File: src/rtl/ac97_router_pkg.sv
package ac97_router_pkg;
  localparam int NSLOT   = 12;
  localparam int SLOT_W  = 20;
  localparam int TAG_W   = 16;
  localparam int NSTREAM = 6;
  localparam int FRAME_W = NSLOT * SLOT_W;

  // low bit of slot n inside the flattened slot vector
  function automatic int slot_lo(input int n);
    return (n - 1) * SLOT_W;
  endfunction

  // tag valid bit of slot n
  function automatic int tag_pos(input int n);
    return (TAG_W - 1) - n;
  endfunction

  function automatic logic [SLOT_W-1:0] pad16(input logic [15:0] s);
    return {s, 4'h0};
  endfunction
endpackage

File: src/rtl/ac97_stream_fifo.sv
module ac97_stream_fifo #(
  parameter int W     = 16,
  parameter int DEPTH = 8
) (
  input  logic         clk,
  input  logic         rst_n,
  input  logic         push,
  input  logic [W-1:0] push_data,
  input  logic         pop,
  output logic [W-1:0] head,
  output logic         full,
  output logic         empty,
  input  logic         clr_mid,
  input  logic         clr_xtr,
  output logic         mid_flag,
  output logic         xtr_flag
);
  localparam int AW   = (DEPTH > 1) ? $clog2(DEPTH) : 1;
  localparam int CW   = $clog2(DEPTH + 1);
  localparam int HALF = DEPTH / 2;

  logic [W-1:0]  mem [DEPTH];
  logic [AW-1:0] wp_q, wp_d, rp_q, rp_d;
  logic [CW-1:0] cnt_q, cnt_d;
  logic          mid_q, mid_d, xtr_q, xtr_d;
  logic          do_push, do_pop, moved;

  always_comb begin
    do_push = push && (cnt_q != CW'(DEPTH));
    do_pop  = pop && (cnt_q != '0);
    wp_d    = do_push ? ((wp_q == AW'(DEPTH - 1)) ? '0 : wp_q + AW'(1)) : wp_q;
    rp_d    = do_pop  ? ((rp_q == AW'(DEPTH - 1)) ? '0 : rp_q + AW'(1)) : rp_q;
    cnt_d   = cnt_q + CW'(do_push) - CW'(do_pop);
    moved   = (cnt_d != cnt_q);
    mid_d   = (mid_q & ~clr_mid) |
              (moved & ((cnt_d == CW'(HALF)) | (cnt_d == CW'(DEPTH))));
    xtr_d   = (xtr_q & ~clr_xtr) |
              (moved & ((cnt_d == '0) | (cnt_d == CW'(DEPTH))));
  end

  always_ff @(posedge clk or negedge rst_n) begin
    if (!rst_n) begin
      wp_q  <= '0;
      rp_q  <= '0;
      cnt_q <= '0;
      mid_q <= 1'b0;
      xtr_q <= 1'b0;
    end else begin
      wp_q  <= wp_d;
      rp_q  <= rp_d;
      cnt_q <= cnt_d;
      mid_q <= mid_d;
      xtr_q <= xtr_d;
    end
  end

  always_ff @(posedge clk) begin
    if (do_push) mem[wp_q] <= push_data;
  end

  assign head     = mem[rp_q];
  assign full     = (cnt_q == CW'(DEPTH));
  assign empty    = (cnt_q == '0);
  assign mid_flag = mid_q;
  assign xtr_flag = xtr_q;

  AST_COUNT_BOUND: assert property (@(posedge clk) disable iff (!rst_n)
    cnt_q <= CW'(DEPTH));
  AST_FULL_DROP: assert property (@(posedge clk) disable iff (!rst_n)
    (full && push && !pop) |=> (cnt_q == $past(cnt_q)));
  AST_XTR_ONSET: assert property (@(posedge clk) disable iff (!rst_n)
    $rose(xtr_flag) |-> (empty || full));
  AST_MID_STICKY: assert property (@(posedge clk) disable iff (!rst_n)
    (mid_flag && !clr_mid) |=> mid_flag);
  AST_XTR_STICKY: assert property (@(posedge clk) disable iff (!rst_n)
    (xtr_flag && !clr_xtr) |=> xtr_flag);
endmodule

File: src/rtl/ac97_frame_pack.sv
module ac97_frame_pack
  import ac97_router_pkg::*;
(
  input  logic [31:0]        stereo_head,
  input  logic [15:0]        mono_head,
  input  logic [15:0]        alt_head,
  input  logic [2:0]         vld,
  input  logic               sel11,
  output logic [TAG_W-1:0]   tag,
  output logic [FRAME_W-1:0] slots
);
  always_comb begin
    tag   = '0;
    slots = '0;
    if (vld[0]) begin
      slots[slot_lo(3) +: SLOT_W] = pad16(stereo_head[31:16]);
      slots[slot_lo(4) +: SLOT_W] = pad16(stereo_head[15:0]);
      tag[tag_pos(3)] = 1'b1;
      tag[tag_pos(4)] = 1'b1;
    end
    if (vld[1]) begin
      slots[slot_lo(5) +: SLOT_W] = pad16(mono_head);
      tag[tag_pos(5)] = 1'b1;
    end
    if (vld[2]) begin
      if (sel11) begin
        slots[slot_lo(11) +: SLOT_W] = pad16(alt_head);
        tag[tag_pos(11)] = 1'b1;
      end else begin
        slots[slot_lo(6) +: SLOT_W] = pad16(alt_head);
        tag[tag_pos(6)] = 1'b1;
      end
    end
    tag[TAG_W-1] = |tag[TAG_W-2:0];
  end
endmodule

File: src/rtl/ac97_frame_unpack.sv
module ac97_frame_unpack
  import ac97_router_pkg::*;
(
  input  logic [TAG_W-1:0]   tag,
  input  logic [FRAME_W-1:0] slots,
  input  logic               sel11,
  output logic [2:0]         vld,
  output logic [31:0]        stereo_word,
  output logic [15:0]        mono_word,
  output logic [15:0]        alt_word
);
  always_comb begin
    vld[0]      = tag[tag_pos(3)] & tag[tag_pos(4)];
    stereo_word = {slots[slot_lo(3) + 4 +: 16], slots[slot_lo(4) + 4 +: 16]};
    vld[1]      = tag[tag_pos(5)];
    mono_word   = slots[slot_lo(5) + 4 +: 16];
    if (sel11) begin
      vld[2]   = tag[tag_pos(11)];
      alt_word = slots[slot_lo(11) + 4 +: 16];
    end else begin
      vld[2]   = tag[tag_pos(6)];
      alt_word = slots[slot_lo(6) + 4 +: 16];
    end
  end
endmodule

File: src/rtl/ac97_slot_router.sv
module ac97_slot_router
  import ac97_router_pkg::*;
#(
  parameter int DEPTH = 8
) (
  input  logic                 clk,
  input  logic                 rst_n,
  input  logic [NSTREAM-1:0]   stream_en,
  input  logic                 pb_sel11,
  input  logic                 cap_sel11,
  input  logic [2:0]           pb_wr,
  input  logic [31:0]          pb0_wdata,
  input  logic [15:0]          pb1_wdata,
  input  logic [15:0]          pb2_wdata,
  output logic [2:0]           pb_full,
  input  logic [2:0]           cap_rd,
  output logic [31:0]          cap0_rdata,
  output logic [15:0]          cap1_rdata,
  output logic [15:0]          cap2_rdata,
  output logic [2:0]           cap_avail,
  input  logic                 frame_stb,
  input  logic [TAG_W-1:0]     in_tag,
  input  logic [FRAME_W-1:0]   in_slots,
  output logic [TAG_W-1:0]     out_tag,
  output logic [FRAME_W-1:0]   out_slots,
  input  logic [NSTREAM-1:0]   smi_en,
  input  logic [NSTREAM-1:0]   clr_mid,
  input  logic [NSTREAM-1:0]   clr_xtr,
  output logic [NSTREAM-1:0]   mid_flags,
  output logic [NSTREAM-1:0]   xtr_flags,
  output logic                 smi
);
  // reset: asserted asynchronously, released after two clean edges
  logic rs_meta, rs_n;
  always_ff @(posedge clk or negedge rst_n) begin
    if (!rst_n) begin
      rs_meta <= 1'b0;
      rs_n    <= 1'b0;
    end else begin
      rs_meta <= 1'b1;
      rs_n    <= rs_meta;
    end
  end

  logic [31:0]        push_d [NSTREAM];
  logic [31:0]        head   [NSTREAM];
  logic [NSTREAM-1:0] push_v, pop_v, empty_v, full_v;
  logic [2:0]         cap_vld, pb_vld;
  logic [31:0]        cap_stereo;
  logic [15:0]        cap_mono, cap_alt;
  logic [TAG_W-1:0]   pk_tag, tag_q, tag_d;
  logic [FRAME_W-1:0] pk_slots, slots_q, slots_d;

  ac97_frame_unpack u_unpack (
    .tag(in_tag), .slots(in_slots), .sel11(cap_sel11),
    .vld(cap_vld), .stereo_word(cap_stereo), .mono_word(cap_mono), .alt_word(cap_alt)
  );

  assign push_d[0] = pb0_wdata;
  assign push_d[1] = cap_stereo;
  assign push_d[2] = {16'h0, pb1_wdata};
  assign push_d[3] = {16'h0, cap_mono};
  assign push_d[4] = {16'h0, pb2_wdata};
  assign push_d[5] = {16'h0, cap_alt};

  for (genvar s = 0; s < NSTREAM; s++) begin : g_stream
    localparam int W = (s < 2) ? 32 : 16;
    localparam int K = s / 2;
    logic [W-1:0] head_w;

    if ((s % 2) == 0) begin : g_play
      assign push_v[s] = pb_wr[K];
      assign pop_v[s]  = frame_stb & stream_en[s];
    end else begin : g_cap
      assign push_v[s] = frame_stb & stream_en[s] & cap_vld[K];
      assign pop_v[s]  = cap_rd[K];
    end

    ac97_stream_fifo #(.W(W), .DEPTH(DEPTH)) u_fifo (
      .clk(clk), .rst_n(rs_n),
      .push(push_v[s]), .push_data(push_d[s][W-1:0]),
      .pop(pop_v[s]), .head(head_w),
      .full(full_v[s]), .empty(empty_v[s]),
      .clr_mid(clr_mid[s]), .clr_xtr(clr_xtr[s]),
      .mid_flag(mid_flags[s]), .xtr_flag(xtr_flags[s])
    );
    assign head[s] = 32'(head_w);
  end

  assign pb_vld = {stream_en[4] & ~empty_v[4],
                   stream_en[2] & ~empty_v[2],
                   stream_en[0] & ~empty_v[0]};

  ac97_frame_pack u_pack (
    .stereo_head(head[0]), .mono_head(head[2][15:0]), .alt_head(head[4][15:0]),
    .vld(pb_vld), .sel11(pb_sel11), .tag(pk_tag), .slots(pk_slots)
  );

  // outgoing frame register, enabled by the frame strobe
  always_comb begin
    tag_d   = tag_q;
    slots_d = slots_q;
    if (frame_stb) begin
      tag_d   = pk_tag;
      slots_d = pk_slots;
    end
  end

  always_ff @(posedge clk or negedge rs_n) begin
    if (!rs_n) begin
      tag_q   <= '0;
      slots_q <= '0;
    end else begin
      tag_q   <= tag_d;
      slots_q <= slots_d;
    end
  end

  assign out_tag    = tag_q;
  assign out_slots  = slots_q;
  assign pb_full    = {full_v[4], full_v[2], full_v[0]};
  assign cap_avail  = {~empty_v[5], ~empty_v[3], ~empty_v[1]};
  assign cap0_rdata = head[1];
  assign cap1_rdata = head[3][15:0];
  assign cap2_rdata = head[5][15:0];
  assign smi        = |(mid_flags & smi_en);

  AST_IDLE_SLOT_ZERO: assert property (@(posedge clk) disable iff (!rs_n)
    !out_tag[tag_pos(5)] |-> (out_slots[slot_lo(5) +: SLOT_W] == '0));
  AST_OUT_HOLD: assert property (@(posedge clk) disable iff (!rs_n)
    !$past(frame_stb) |-> $stable(out_tag));
  AST_ALT_EXCLUSIVE: assert property (@(posedge clk) disable iff (!rs_n)
    !(out_tag[tag_pos(6)] && out_tag[tag_pos(11)]));
endmodule

File: config.mk
export PLATFORM = sky130hd
export DESIGN_NAME = ac97_slot_router
export DESIGN_NICKNAME = d
export VERILOG_FILES = /design/src/rtl/ac97_router_pkg.sv /design/src/rtl/ac97_stream_fifo.sv /design/src/rtl/ac97_frame_pack.sv /design/src/rtl/ac97_frame_unpack.sv /design/src/rtl/ac97_slot_router.sv
export SDC_FILE = /design/constraint.sdc
export NUM_CORES = 1
export LEC_CHECK = 0
export ABC_AREA = 1
export BUFFER_PORTS_ARGS = -buffer_cell sky130_fd_sc_hd__buf_2
export CORE_MARGIN = 4
export CORE_UTILIZATION = 40
export CTS_CLUSTER_DIAMETER = 120
export DETAILED_ROUTE_END_ITERATION = 7
export PLACE_DENSITY = 0.71
export SKIP_CTS_REPAIR_TIMING = 1
export SYNTH_ARGS = -nofsm -noshare
export SYNTH_HDL_FRONTEND = slang
export SYNTH_HIERARCHICAL = 1
export SYNTH_SLANG_ARGS = --single-unit
File: constraint.sdc
create_clock -name clk -period 9.59 [get_ports clk]
set_input_delay 0.959 -clock clk [delete_from_list [all_inputs] [get_ports clk]]
set_output_delay 0.959 -clock clk [all_outputs]
set_load 0.005 [all_outputs]
==> load_flow_metrics.sql, run 1 <==
INSERT INTO impl_metrics (metric_group, metric, value, unit) VALUES
('outcome', 'run_status', 'finished clean', ''),
('sta', 'final.setup.tns', '0', 'ns'),
('power_and_ir_drop', 'internal-power', '0.0122', 'W'),
('hold_path', 'hold_class', 'flip-flop to flip-flop', ''),
('layout', 'utilization_after_layout', '0.459', ''),
('power_and_ir_drop', 'power.share.clock', '0.298', ''),
('critical_path', 'cp.arrival', '3.48', 'ns'),
('global_routing', 'grt_antenna_before_repair', '26', ''),
('floorplanning', 'dieHeight', '387', 'µm'),
('layout', 'flow.area_growth_from_synthesis', '13.8', '%'),
('drt', 'route.detailed.vias_per_inst', '4.89', ''),
('global_routing', 'grt_overflow', '0', ''),
('critical_path', 'regToRegSetupSlack', '6.10', 'ns'),
('global_routing', 'first_global_vias', '36400', ''),
('synthesis', 'synthesis.instances', '5252', ''),
('drt', 'drt_wl_total', '134', 'mm'),
('global_routing', 'global_router_s_overall_resource_usage', '0.174', ''),
('sta', 'clock_tree_skew_after_final_layout', '0.0324', 'ns'),
('layout', 'final_nets', '6112', ''),
('critical_path', 'rr_endpoint', 'g_stream[5].u_fifo/xtr_flag', ''),
('synthesis', 'synth_warnings', '6', ''),
('power_and_ir_drop', 'portion_of_total_power_attributed_to_combinational_logic', '0.306', ''),
('sta', 'fmax', '0.225', 'GHz'),
('hold_path', 'holdCritStartpoint', 'rs_meta', ''),
('power_and_ir_drop', 'vdd.ir_drop.worst', '0.000209', 'V'),
('floorplanning', 'core_area', '142000', 'µm²'),
('power_and_ir_drop', 'p_sw_frac', '0.353', ''),
('critical_path', 'worst-setup-path-type', 'flip-flop to output pin', ''),
('placed_design', 'dp_hpwl', '80.1', 'mm'),
('sta', 'relSlewSlack', '0.240', ''),
('power_and_ir_drop', 'pwr-share-seq', '0.396', ''),
('drt', 'drcViolationCount', '0', ''),
('power_and_ir_drop', 'powerDensity', '289', 'nW/µm²'),
('critical_path', 'crit_fanout', '104', ''),
('sta', 'worst_pin_slew', '1.14', 'ns'),
('job', 'drv.max_cap_violation_count', '0', ''),
('placed_design', 'port_buffers', '522', ''),
('clock_tree', 'clk_transition_reported_paths', '0.06', 'ns'),
('sta', 'fin_crit', '4.44', 'ns'),
('sta', 'setup_repair_after_global_routing_missed_its_margin', 'false', ''),
('clock_tree', 'root_buffer', 'sky130_fd_sc_hd__clkbuf_16', ''),
('clock_tree', 'max-clock-path-buffers', '3', ''),
('clock_tree', 'clock_sink_count', '1354', ''),
('synthesis', 'avgSynthCellArea', '10.9', 'µm²'),
('synthesis', 'synthesized_cell_area', '57300', 'µm²'),
('critical_path', 'crit_path_end_kind', 'output pin', ''),
('layout', 'drive_above_1_share', '0.151', ''),
('clock_tree', 'ctsHtreeMaxLevel', '4', ''),
('sta', 'finalSetupViolCount', '0', ''),
('global_routing', 'global_route_wire_length_before_repair', '207', 'mm'),
('drt', 'dr.first_iter.drc_count', '3015', ''),
('floorplanning', 'start_util', '0.404', ''),
('critical_path', 'crit_required', '8.63', 'ns'),
('critical_path', 'timing.critical_path.from_type', 'flip-flop', ''),
('hold_path', 'whs_endpoint', 'rs_n', ''),
('sta', 'timing.final.hold_violations', '0', ''),
('power_and_ir_drop', 'switching_power', '0.00665', 'W'),
('drt', 'drt-wirelength-per-cell', '17.4', 'µm'),
('global_routing', 'grt_start_max_net_pins', '145', ''),
('clock_tree', 'clock_tree_from_tritoncts', 'built', ''),
('floorplanning', 'row_count', '138', ''),
('drt', 'dr_total_vias', '37800', ''),
('sta', 'report.final.slew_viol_count', '0', ''),
('clock_tree', 'cts_inserted_buffers', '143', ''),
('sta', 'final.period_utilization', '0.463', ''),
('critical_path', 'crit-reg2reg-launch', 'g_stream[5].u_fifo/cnt_q[2]', ''),
('floorplanning', 'die-area', '149000', 'µm²'),
('drt', 'route.antenna.remaining_nets', '0', ''),
('power_and_ir_drop', 'p_leak', '27.4', 'nW'),
('placed_design', 'placer_s_final_routability_congestion_estimate', '0.805', ''),
('critical_path', 'reg2reg_depth', '15', ''),
('floorplanning', 'die_x', '387', 'µm'),
('hold_path', 'hold_path_depth', '0', ''),
('drt', 'firstDrtPassIters', '8', ''),
('floorplanning', 'ios', '694', ''),
('clock_tree', 'clk_latency', '0.77', 'ns');
[worst max path at each step]
stage | start | to | slack (ns) | depth (start not counted)
detailed placement | frame_stb | g_stream[4].u_fifo/xtr_flag | 5.25 | 16
global route | g_stream[1].u_fifo/rp_q[0] | cap0_rdata[6] | 4.87 | 7
global placement | frame_stb | g_stream[4].u_fifo/xtr_flag | 5.26 | 16
floorplan | rs_n | g_stream[0].u_fifo/cnt_q[0] | 4.19 | 0
CTS | g_stream[1].u_fifo/rp_q[0] | cap0_rdata[1] | 5.08 | 7
finish | g_stream[1].u_fifo/rp_q[0] | cap0_rdata[6] | 5.15 | 7
[cells in the final DEF (no fill, tap or decap), drive strengths merged, types with 10 or more instances in the layout]
cell type,count
nand3,54
dfrtp,330
a21oi,140
diode,20
conb,171
clkinv,44
edfxtp,1024
a31oi,128
o21ai,536
ha,60
nor2,756
bufinv,10
nand4,12
inv,230
clkbuf,204
nand2,1473
buf,601
[through the flow]
step	power, W	instance area (µm²)	hold slack [ns]	setup WS [ns]	std cells
3_3_place_gp	0.0131	60300	0.334	5.26	7435
6_report	0.0188	65200	0.353	5.15	7719
4_1_cts	0.0190	65200	-0.0962	5.08	7698
3_5_place_dp	0.0133	60300	0.346	5.25	7435
2_1_floorplan	0.0116	58000	0.331	4.19	5421
5_1_grt	0.0200	65200	0.356	4.87	7706
[power by group through the flow]
stage	clock [W]	sequential (W)	combinational, W
after detailed placement	0	0.00756	0.00576
after global placement	0	0.00754	0.00561
after CTS	0.00573	0.00745	0.00579
after global routing	0.00598	0.00752	0.00651
after floorplan	0	0.00748	0.00408
final	0.00562	0.00745	0.00577
[state kept, by name (all words and copies together) (netlist names), 6 cells and up]
register and count:
g_stream.u_fifo/cnt_q 24, g_stream.u_fifo/rp_q 18, g_stream.u_fifo/wp_q 18, g_stream.u_fifo/mem 1024
out_slots 240, g_stream.u_fifo/mid_flag 6, g_stream.u_fifo/xtr_flag 6, out_tag 16
[final cells by class]
| class | instances | area (µm²) |
|---|---|---|
| Fill cell | 12600 | 76700 |
| Inverter | 228 | 873 |
| Antenna cell | 20 | 50.0 |
| Sequential cell | 1354 | 39000 |
| Clock inverter | 59 | 763 |
| Timing Repair Buffer | 602 | 3250 |
| Multi-Input combinational cell | 3362 | 14700 |
| Tap cell | 1890 | 2360 |
| Clock buffer | 204 | 4140 |
[layer usage]
layer	global-route usage	routed length, µm	up-vias
li1	-	-	18200
met1	0.235	57600	18100
met2	0.280	63000	1310
met3	0.0422	10500	214
met4	0.0526	2860	16
met5	0	102	-
[critical path: stages (launching register included)]
cell and delay (ns):
sky130_fd_sc_hd__dfrtp_4 0.68, sky130_fd_sc_hd__clkinv_2 0.36, sky130_fd_sc_hd__buf_4 0.83, sky130_fd_sc_hd__nor2_1 0.08, sky130_fd_sc_hd__o21ai_1 0.17, sky130_fd_sc_hd__a21oi_1 0.06, sky130_fd_sc_hd__a31oi_1 0.27, sky130_fd_sc_hd__buf_2 0.17
Note: power is estimated with default switching activity, not from simulation.
==> inputs of run 2 (changes only) <==
Clock period 9.59 ns to 3.8 ns, I/O delays scaled along.
==> run 2 against run 1 <==
Effect of this change: die area did not move; worst setup slack worse by 4.7 ns; critical path depth down 2; first-iteration DRC count up 5.5%; largest cell class unchanged; final cell count rose by 1.9%; critical endpoint is now cap0_rdata[12].
==> load_flow_metrics.sql, run 2 (same netlist as run 1, synthesis figures left out) <==
INSERT INTO impl_metrics (metric_group, metric, value, unit) VALUES
('floorplanning', 'dieHeight', '387', 'µm'),
('floorplanning', 'ios', '694', ''),
('layout', 'drive_above_1_share', '0.152', ''),
('clock_tree', 'root_buffer', 'sky130_fd_sc_hd__clkbuf_16', ''),
('sta', 'report.final.slew_viol_count', '0', ''),
('sta', 'fmax', '0.297', 'GHz'),
('power_and_ir_drop', 'powerDensity', '712', 'nW/µm²'),
('placed_design', 'placer_s_final_routability_congestion_estimate', '0.810', ''),
('clock_tree', 'cts_inserted_buffers', '140', ''),
('sta', 'setup_ws', '0.438', 'ns'),
('drt', 'dr_total_vias', '38400', ''),
('drt', 'firstDrtPassIters', '5', ''),
('placed_design', 'port_buffers', '522', ''),
('power_and_ir_drop', 'vdd.ir_drop.worst', '0.000432', 'V'),
('hold_path', 'hold_class', 'input port to flip-flop', ''),
('drt', 'route.detailed.vias_per_inst', '4.89', ''),
('floorplanning', 'die_x', '387', 'µm'),
('critical_path', 'timing.critical_path.from_type', 'flip-flop', ''),
('drt', 'drcViolationCount', '0', ''),
('critical_path', 'crit_fanout', '32', ''),
('layout', 'layout.cells.most_common_list', 'sky130_fd_sc_hd__nand2_1 (1456), sky130_fd_sc_hd__edfxtp_1 (1024), sky130_fd_sc_hd__nor2_1 (738)', ''),
('critical_path', 'crit_path_end_kind', 'output pin', ''),
('power_and_ir_drop', 'p_leak', '27.9', 'nW'),
('layout', 'flow.area_growth_from_synthesis', '16.0', '%'),
('drt', 'drt-wirelength-per-cell', '17.4', 'µm'),
('drt', 'met3RoutedLength', '11.7', 'mm'),
('global_routing', 'grt_overflow', '0', ''),
('job', 'drv.max_cap_violation_count', '0', ''),
('outcome', 'run_status', 'finished clean', ''),
('floorplanning', 'die-area', '149000', 'µm²'),
('drt', 'wl_met1', '57.5', 'mm'),
('critical_path', 'crit_required', '3.42', 'ns'),
('drt', 'maxUsedRoutingLayer', 'met5', ''),
('critical_path', 'cp.arrival', '2.98', 'ns'),
('layout', 'largest-register', 'g_stream.u_fifo/mem', ''),
('drt', 'dr.first_iter.drc_count', '3182', ''),
('drt', 'met2RoutedLength', '64.5', 'mm'),
('sta', 'final.period_utilization', '0.885', ''),
('placed_design', 'placement.setup.worst_slack', '0.712', 'ns'),
('clock_tree', 'clk_latency', '0.77', 'ns'),
('global_routing', 'first_global_vias', '36600', ''),
('clock_tree', 'clock_tree_from_tritoncts', 'built', ''),
('floorplanning', 'row_count', '138', ''),
('floorplanning', 'core_area', '142000', 'µm²'),
('layout', 'final_common_cell', 'sky130_fd_sc_hd__nand2_1', ''),
('global_routing', 'global_route_wire_length_before_repair', '209', 'mm'),
('layout', 'largest_register_ff_count', '1024', ''),
('sta', 'timing.final.hold_violations', '0', ''),
('global_routing', 'global_router_s_overall_resource_usage', '0.177', ''),
('sta', 'fin_worst_hold_slack', '0.0287', 'ns'),
('global_routing', 'grt_antenna_before_repair', '16', ''),
('sta', 'fin_crit', '3.36', 'ns'),
('sta', 'finalSetupViolCount', '0', ''),
('sta', 'final.setup.tns', '0', 'ns'),
('layout', 'final_nets', '6274', ''),
('sta', 'worst_pin_slew', '1.05', 'ns'),
('clock_tree', 'clock_sink_count', '1354', ''),
('clock_tree', 'ctsHtreeMaxLevel', '4', ''),
('clock_tree', 'max-clock-path-buffers', '3', ''),
('sta', 'setup_repair_after_global_routing_missed_its_margin', 'false', ''),
('clock_tree', 'clk_transition_reported_paths', '0.07', 'ns'),
('sta', 'relSlewSlack', '0.299', ''),
('drt', 'drt_wl_total', '137', 'mm'),
('drt', 'route.antenna.remaining_nets', '0', ''),
('sta', 'clock_tree_skew_after_final_layout', '0.0330', 'ns'),
('layout', 'count_of_fill_cells_added_during_filler_insertion', '12500', ''),
('global_routing', 'grt_start_max_net_pins', '131', ''),
('placed_design', 'dp_hpwl', '83.3', 'mm'),
('critical_path', 'worst-setup-path-type', 'flip-flop to output pin', ''),
('floorplanning', 'start_util', '0.404', '');
## run 2: changes by cell type in the layout (fill, tap and decap cells not counted), sizes merged
cell,before,now
clkinv,44,46
dlygate4sd3,1,127
inv,230,238
buf,601,640
clkbuf,204,182
diode,20,7
bufinv,10,9
clkinvlp,3,8
## run 2: final cells by class
cell class,instances,area (µm²),share of cell area
Multi-Input combinational cell,3362,14700,0.222
Clock buffer,182,3820,0.0574
Tap cell,1890,2360,0.0356
Inverter,228,873,0.0131
Sequential cell,1354,39000,0.587
Antenna cell,7,17.5,0.000264
Timing Repair Buffer,767,4880,0.0734
Clock inverter,73,738,0.0111
## run 2: worst max-delay path: stages (launching register included)
cell and delay, ns:
sky130_fd_sc_hd__dfrtp_2 0.58, sky130_fd_sc_hd__inv_2 0.58, sky130_fd_sc_hd__buf_4 0.38, sky130_fd_sc_hd__a21oi_1 0.10
sky130_fd_sc_hd__a31oi_1 0.37, sky130_fd_sc_hd__buf_2 0.20
## run 2: layer usage
layer | vias to the layer above | GRT usage
li1 | 18400 | -
met1 | 18400 | 0.236
met2 | 1392 | 0.283
met3 | 219 | 0.0490
met4 | 18 | 0.0554
met5 | - | 0
## run 2: final timing paths
kind	cells past startpoint	slack (ns)	endpoint	startpoint
setup / recovery	5	0.44	cap0_rdata[12]	g_stream[1].u_fifo/rp_q[1]
hold / removal	4	0.03	g_stream[2].u_fifo/wp_q[0]	pb_wr[1]
setup reg to reg	15	0.71	g_stream[0].u_fifo/mid_flag	g_stream[0].u_fifo/cnt_q[2]
hold reg to reg	0	0.34	rs_n	rs_meta
max in group asynchronous	1	2.44	g_stream[0].u_fifo/rp_q[0]	rs_n
min in group asynchronous	0	0.40	g_stream[4].u_fifo/wp_q[0]	rs_n
## run 2: metrics by stage
stage | power, W | utilization | cells | instance area (µm²)
after CTS | 0.0475 | 0.459 | 7729 | 65200
after global placement | 0.0334 | 0.427 | 7474 | 60600
final | 0.0473 | 0.468 | 7863 | 66500
after detailed placement | 0.0339 | 0.427 | 7474 | 60600
after global routing | 0.0503 | 0.468 | 7858 | 66400
after floorplan | 0.0292 | - | 5421 | 58000
## run 2: power breakdown
group | leakage [nW] | total, W | internal [W] | switching, W
clock network | 2.20 | 0.0135 | 0.00777 | 0.00573
registers | 13.4 | 0.0188 | 0.0178 | 0.000931
logic | 12.4 | 0.0150 | 0.00482 | 0.0102
